<file path="config.mk">
export PLATFORM = sky130hd
export DESIGN_NAME = xq_top
export DESIGN_NICKNAME = d
export VERILOG_FILES = /design/src/rtl/xq_pkg.sv /design/src/rtl/xq_window.sv /design/src/rtl/xq_lane.sv /design/src/rtl/xq_top.sv
export SDC_FILE = /design/constraint.sdc
export NUM_CORES = 1
export LEC_CHECK = 0
export ABC_CLOCK_PERIOD_IN_PS = 6500
export BUFFER_PORTS_ARGS = -buffer_cell sky130_fd_sc_hd__clkbuf_2
export CORE_ASPECT_RATIO = 0.7
export CORE_MARGIN = 2
export CORE_UTILIZATION = 55
export DETAILED_ROUTE_END_ITERATION = 8
export MAX_ROUTING_LAYER = met4
export PLACE_DENSITY = 0.77
export SLEW_MARGIN = 20
export SYNTH_ARGS = -nofsm -noshare
export SYNTH_HDL_FRONTEND = slang
export SYNTH_SLANG_ARGS = --single-unit
</file>
<file path="constraint.sdc">
create_clock -name clk -period 6.5 [get_ports clk]
set_input_delay 1.3 -clock clk [delete_from_list [all_inputs] [get_ports clk]]
set_output_delay 1.3 -clock clk [all_outputs]
set_load 0.02 [all_outputs]
</file>
<file path="src/rtl/xq_pkg.sv">
package xq_pkg;
  localparam int unsigned LANES = 2;
  localparam int unsigned WIN_LOG2 = 23;
endpackage

</file>
<file path="src/rtl/xq_window.sv">
module xq_window #(
  parameter int unsigned HW    = 32,
  parameter int unsigned SLOTS = 8,
  parameter int unsigned IW    = $clog2(SLOTS)
) (
  input  logic [HW-1:0] handle,
  input  logic [HW-1:0] issued,
  input  logic [HW-1:0] done,
  input  logic [IW-1:0] cur,
  output logic          active,
  output logic [IW-1:0] slot
);
  localparam logic [HW-1:0] WIN = HW'(1) << xq_pkg::WIN_LOG2;
  localparam int unsigned SW = IW + 2;

  logic [HW-1:0] ahead;
  logic [SW-1:0] sum;

  always_comb begin
    active = ((done - handle) > WIN) && ((issued - handle) <= WIN);
    ahead  = handle - done;
    sum    = ahead[SW-1:0] + SW'(cur) - SW'(1);
    if (sum >= SW'(SLOTS)) sum = sum - SW'(SLOTS);
    slot   = active ? sum[IW-1:0] : '0;
  end
endmodule

</file>
<file path="src/rtl/xq_lane.sv">
module xq_lane #(
  parameter int unsigned HW           = 32,
  parameter int unsigned SLOTS        = 8,
  parameter int unsigned TIMEOUT      = 1000,
  parameter logic [HW-1:0] HANDLE_RESET = '0,
  parameter int unsigned IW           = $clog2(SLOTS)
) (
  input  logic          clk,
  input  logic          rst,
  input  logic          sub_req,
  input  logic          retire,
  input  logic          done_flag,
  input  logic          en_flag,
  output logic          sub_ok,
  output logic [HW-1:0] next_handle,
  output logic          start,
  output logic [IW-1:0] slot,
  output logic          abort,
  output logic          clr_done,
  output logic          off,
  output logic          cpl,
  output logic [HW-1:0] cpl_h,
  output logic          cpl_ab,
  output logic [HW-1:0] issued_o,
  output logic [HW-1:0] done_o,
  output logic [IW-1:0] cur_o
);
  localparam int unsigned CW = $clog2(SLOTS + 1);
  localparam int unsigned TW = $clog2(TIMEOUT + 1);

  logic [HW-1:0] issued_q, done_q;
  logic [IW-1:0] cur_q;
  logic [CW-1:0] free_q, outst_q, pend_q;
  logic          active_q, aborting_q;
  logic [TW-1:0] tmr_q;
  logic          fin, launch, ret_ok;

  assign sub_ok      = sub_req && (free_q != '0);
  assign next_handle = issued_q + HW'(1);
  assign fin    = (active_q && done_flag) || (aborting_q && !en_flag);
  assign launch = !active_q && (outst_q != '0);
  assign ret_ok = retire && (pend_q != '0);
  assign issued_o = issued_q;
  assign done_o   = done_q;
  assign cur_o    = cur_q;

  always_ff @(posedge clk) begin
    if (rst) begin
      issued_q   <= HANDLE_RESET;
      done_q     <= HANDLE_RESET;
      cur_q      <= '0;
      free_q     <= CW'(SLOTS);
      outst_q    <= '0;
      pend_q     <= '0;
      active_q   <= 1'b0;
      aborting_q <= 1'b0;
      tmr_q      <= '0;
      start      <= 1'b0;
      slot       <= '0;
      abort      <= 1'b0;
      clr_done   <= 1'b0;
      off        <= 1'b1;
      cpl        <= 1'b0;
      cpl_h      <= '0;
      cpl_ab     <= 1'b0;
    end else begin
      start    <= 1'b0;
      abort    <= 1'b0;
      clr_done <= 1'b0;
      cpl      <= 1'b0;
      if (sub_ok) issued_q <= issued_q + HW'(1);
      free_q  <= free_q - CW'(sub_ok) + CW'(ret_ok);
      outst_q <= outst_q + CW'(sub_ok) - CW'(launch);
      pend_q  <= pend_q + CW'(fin) - CW'(ret_ok);
      off     <= !active_q && (outst_q == '0);
      if (fin) begin
        done_q     <= done_q + HW'(1);
        cur_q      <= (cur_q == IW'(SLOTS - 1)) ? '0 : cur_q + IW'(1);
        active_q   <= 1'b0;
        aborting_q <= 1'b0;
        clr_done   <= 1'b1;
        cpl        <= 1'b1;
        cpl_h      <= done_q + HW'(1);
        cpl_ab     <= aborting_q;
      end else if (launch) begin
        active_q <= 1'b1;
        tmr_q    <= TW'(TIMEOUT - 1);
        start    <= 1'b1;
        slot     <= cur_q;
      end else if (active_q) begin
        if (tmr_q == '0) begin
          abort      <= 1'b1;
          aborting_q <= 1'b1;
          tmr_q      <= TW'(TIMEOUT - 1);
        end else begin
          tmr_q <= tmr_q - TW'(1);
        end
      end
    end
  end
endmodule

</file>
<file path="src/rtl/xq_top.sv">
module xq_top #(
  parameter int unsigned HW             = 32,
  parameter int unsigned SLOTS          = 8,
  parameter int unsigned TIMEOUT        = 1000,
  parameter logic [HW-1:0] HANDLE_RESET = '0,
  parameter int unsigned IW             = $clog2(SLOTS)
) (
  input  logic                 clk,
  input  logic                 rst,
  input  logic                 sub_valid,
  input  logic                 sub_from_dev,
  input  logic [1:0]           retire,
  input  logic [1:0]           eng_done,
  input  logic [1:0]           eng_enable,
  input  logic                 q_engine,
  input  logic [HW-1:0]        q_handle,
  output logic                 sub_ack,
  output logic                 sub_nack,
  output logic                 sub_engine,
  output logic [HW-1:0]        sub_handle,
  output logic [1:0]           eng_start,
  output logic [2*IW-1:0]      eng_slot,
  output logic [1:0]           eng_abort,
  output logic [1:0]           eng_clr_done,
  output logic [1:0]           eng_off,
  output logic [1:0]           cpl_valid,
  output logic [2*HW-1:0]      cpl_handle,
  output logic [1:0]           cpl_aborted,
  output logic                 q_active,
  output logic [IW-1:0]        q_slot
);
  localparam int unsigned NL = xq_pkg::LANES;

  logic [NL-1:0]    ok;
  logic [HW-1:0]    nh     [NL];
  logic [HW-1:0]    iss    [NL];
  logic [HW-1:0]    dn     [NL];
  logic [IW-1:0]    cur    [NL];

  for (genvar e = 0; e < NL; e++) begin : g_lane
    xq_lane #(
      .HW(HW), .SLOTS(SLOTS), .TIMEOUT(TIMEOUT),
      .HANDLE_RESET(HANDLE_RESET), .IW(IW)
    ) u_lane (
      .clk(clk), .rst(rst),
      .sub_req(sub_valid && (sub_from_dev == e[0])),
      .retire(retire[e]),
      .done_flag(eng_done[e]),
      .en_flag(eng_enable[e]),
      .sub_ok(ok[e]),
      .next_handle(nh[e]),
      .start(eng_start[e]),
      .slot(eng_slot[e*IW +: IW]),
      .abort(eng_abort[e]),
      .clr_done(eng_clr_done[e]),
      .off(eng_off[e]),
      .cpl(cpl_valid[e]),
      .cpl_h(cpl_handle[e*HW +: HW]),
      .cpl_ab(cpl_aborted[e]),
      .issued_o(iss[e]),
      .done_o(dn[e]),
      .cur_o(cur[e])
    );
  end

  always_ff @(posedge clk) begin
    if (rst) begin
      sub_ack    <= 1'b0;
      sub_nack   <= 1'b0;
      sub_engine <= 1'b0;
      sub_handle <= '0;
    end else begin
      sub_ack    <= |ok;
      sub_nack   <= sub_valid && !(|ok);
      sub_engine <= sub_from_dev;
      if (|ok) sub_handle <= nh[sub_from_dev];
    end
  end

  xq_window #(.HW(HW), .SLOTS(SLOTS), .IW(IW)) u_win (
    .handle(q_handle),
    .issued(iss[q_engine]),
    .done(dn[q_engine]),
    .cur(cur[q_engine]),
    .active(q_active),
    .slot(q_slot)
  );
endmodule

</file>
==> impl_metrics.json <==
{
  "cts_buffers": 24,
  "grt_antenna_before_repair": 0,
  "wire_per_inst_um": 19.0,
  "yosysWarnings": 0,
  "final_area_um2": 19800,
  "min_from": "sub_handle[11]",
  "hold_end": "sub_handle[11]",
  "netlist_area_um2": 16100,
  "place_area_um2": 18200,
  "final_common_cell": "dfxtp_1",
  "finalSetupTns_ps": 0,
  "grt-ovfl-total": 0,
  "globalRouteMet3Util_pct": 8.70,
  "dieArea_um2": 30600,
  "rr_endpoint": "sub_handle[28]",
  "fmax_ghz": 0.156,
  "diodes": 0,
  "max_cap_violations": 0,
  "hold_buffers": 0,
  "drc": 0,
  "slew_viol_final": 0,
  "drive_gt1_share_pct": 23.1,
  "cp-end-kind": "output pin",
  "hpwlAfterDp_um": 39900,
  "synth_xor_area_share_pct": 11.5,
  "r2r_slack_ps": 3020,
  "synth-compound-area-share_pct": 16.0,
  "peakVddDrop_v": 0.000239,
  "path_class": "primary input to output pin",
  "synth_flop_cell": "dfxtp_1",
  "numPortBuffers": 163,
  "synth-simple-area-share_pct": 22.9,
  "gp_congestion": 1.00,
  "rsz0062_at_grt": "true",
  "final_cell_mix": "dfxtp_1 (233), nor2_1 (218), nand2_1 (215), buf_4 (189), clkbuf_2 (157)",
  "die_x_um": 208,
  "syn_to_final_growth_pct": 23.1,
  "worst_path_most_repeated_cell": "buf_4",
  "fin_cells": 2715,
  "tritoncts": "yes",
  "ant_nets": 0,
  "finalSetupViolCount": 0,
  "synth_cell_types": 78,
  "synthMuxAreaShare_pct": 5.27,
  "fin_crit_sh_pct": 98.6,
  "synth_top_family_by_area": "simple AND/OR/NAND/NOR gates",
  "start_util_pct": 55.8,
  "worstRegToRegCells": 11,
  "clock_latency_ps": 550,
  "clockBufferDepth": 3,
  "synth-edff-count": 0,
  "syn-num-nets": 2219,
  "synth_fa_ha_area_share_pct": 9.52,
  "synth_async_sr_flop_share_pct": 0,
  "path_buf_inv": 8,
  "finalHoldViolations": 0,
  "grtUsageTotal_pct": 34.0,
  "die_h_um": 147,
  "tightest_slew_ps": 1010,
  "globalRouteMet2Util_pct": 48.3,
  "wl_um": 51700,
  "ioPinCount": 164,
  "min_path_cells": 2,
  "vias_per_cell": 5.90,
  "syn_inst": 2059,
  "status": "finished clean",
  "seq_area_frac_synth_pct": 29.0,
  "first_pass_iters": 6,
  "finalClockSkew_ps": 17.3,
  "clock-sinks": 233,
  "startpoint_type": "primary input",
  "post-place-ws_ps": -212,
  "fin_nets": 2481,
  "synth-seq-cells": 233,
  "met1_usage_pct": 48.3,
  "vias": 16024,
  "cp_data_arrival_time_ps": 5110,
  "root_buffer": "clkbuf_16",
  "top_usage_layer": "met2",
  "grt_pass1_wl_um": 81100,
  "critical_path.cell_chain": "buf_12 > buf_16 > buf_4 > buf_4 > mux2_4 > ha_4 > buf_6 > nand3_4 > buf_4 > nor3_2 > nor3_2 > buf_4 > o21ba_2 > xnor2_1 > nor4_1 > nand4_1 > or4_4 > a211o_4 > and2_2 > buf_4",
  "dp.cells": 2655,
  "num_rows": 52,
  "post-route-min-period_ps": 6410,
  "drtIter0Drc": 1831,
  "avgSynthCellArea_um2": 7.81,
  "h-tree-depth": 1,
  "grt_max_degree": 106,
  "path_delay_family": "simple AND/OR/NAND/NOR gates",
  "worst_path_max_delay_cell": "or4_4",
  "p_per_area_nw_per_um2": 239,
  "hold_class": "flop to flop",
  "clkTransAtPathRegs_ps": 60,
  "critPathMaxFanout": 6,
  "setup_ws_ps": 88.8,
  "grt_pass1_vias": 14874,
  "worstPathRequired_ps": 5200,
  "r2r-start": "g_lane[1].u_lane.issued_o[0]",
  "leakage_nw": 8.56,
  "slew_headroom_pct": 32.4,
  "critPathMaxStageDelay_ps": 430,
  "core_um2": 28800
}
flip-flops by register name, summed over array words and instances, names as in the netlist, 6 cells and up:
name and cells:
g_lane.u_lane.outst_q 8, g_lane.u_lane.pend_q 8, g_lane.u_lane.issued_o 64, sub_handle 32
g_lane.u_lane.cur_o 6, g_lane.u_lane.tmr_q 20, g_lane.u_lane.slot 6, g_lane.u_lane.done_o 32
g_lane.u_lane.free_q 8, g_lane.u_lane.cpl_h 32
power by group:
part           total [W]  switching, W  internal, W  leakage [nW]
Sequential       0.00174      0.000133      0.00160          1.89
Combinational    0.00143      0.000831     0.000602          6.23
Clock            0.00156      0.000599     0.000957         0.440
worst min-delay path: cells and delay by family (launching register included):
| kind | cells | cell delay (ps) |
|---|---|---|
| compound gates | 1 | 50 |
| flops | 1 | 310 |
| simple gates | 1 | 50 |
how the worst max path moves through the flow:
stage	start	end	slack [ps]	cells after the start
after global routing	q_engine	q_active	-40	19
final	q_engine	q_active	90	20
after global placement	q_engine	q_slot[1]	-280	18
after detailed placement	q_engine	q_slot[1]	-210	18
after CTS	q_engine	q_slot[1]	1	16
after floorplan	q_engine	q_slot[2]	70	16
routing by layer:
metal	up-vias	routed length, um	share of wire [%]
met5	-	0	0
met4	0	1200	2.3
met3	77	5450	11
met2	768	21600	42
met1	7488	23400	45
li1	7691	-	-
cell usage after synthesis, drive strengths merged, types with 6 or more instances:
cell,number,area [um2]
mux2i,16,160
xnor2,80,701
inv,107,402
xor2,131,1150
o21a,8,60.1
or2,11,68.8
and4,6,52.6
a211oi,14,105
nor2,220,826
and3,34,213
a31oi,20,125
and2,10,62.6
fa,9,180
o31ai,6,45.0
nand2b,9,56.3
ha,108,1350
a21o,25,188
nor3,49,245
o21ai,80,400
a21oi,162,826
nor2b,21,131
nand3,74,370
clkbuf,99,372
nand4,55,344
o21bai,6,45.0
buf,23,153
nand3b,6,45.0
o211ai,38,285
nor4,12,81.3
dfxtp,233,4660
mux2,61,687
nand2,215,807
or3,44,275
repair_timing:
item	in CTS	in global routing
cloned	2	0
pin swaps	20	35
setup endpoints to repair	4	4
setup buffers	4	13
resized for setup	41	59
cell type report:
cell class              count  area (um2)
clock inverters             9         188
well taps                 378         473
repair buffers            358        2400
flip-flops and latches    233        4660
inverters                 109         409
multi-input cells        1595       11000
fillers                  2364        9020
clock buffers              33         704
kinds of logic after synthesis:
kind of cell,count (synthesis)
AND/OR/NAND/NOR,779
XOR/XNOR,211
flip-flops,233
multiplexers,77
adder cells (fa/ha/maj),117
AO/OA/AOI/OAI,411
buffers and inverters,231
metrics by stage:
step                hold slack, ps  util [%]  power [W]
floorplan                      432         -    0.00278
global placement               440      63.2    0.00308
detailed placement             445      63.2    0.00315
CTS                            452      67.3    0.00472
global route                   474      68.7    0.00502
finish                         449      68.7    0.00472
(Power assumes the default switching activity.)
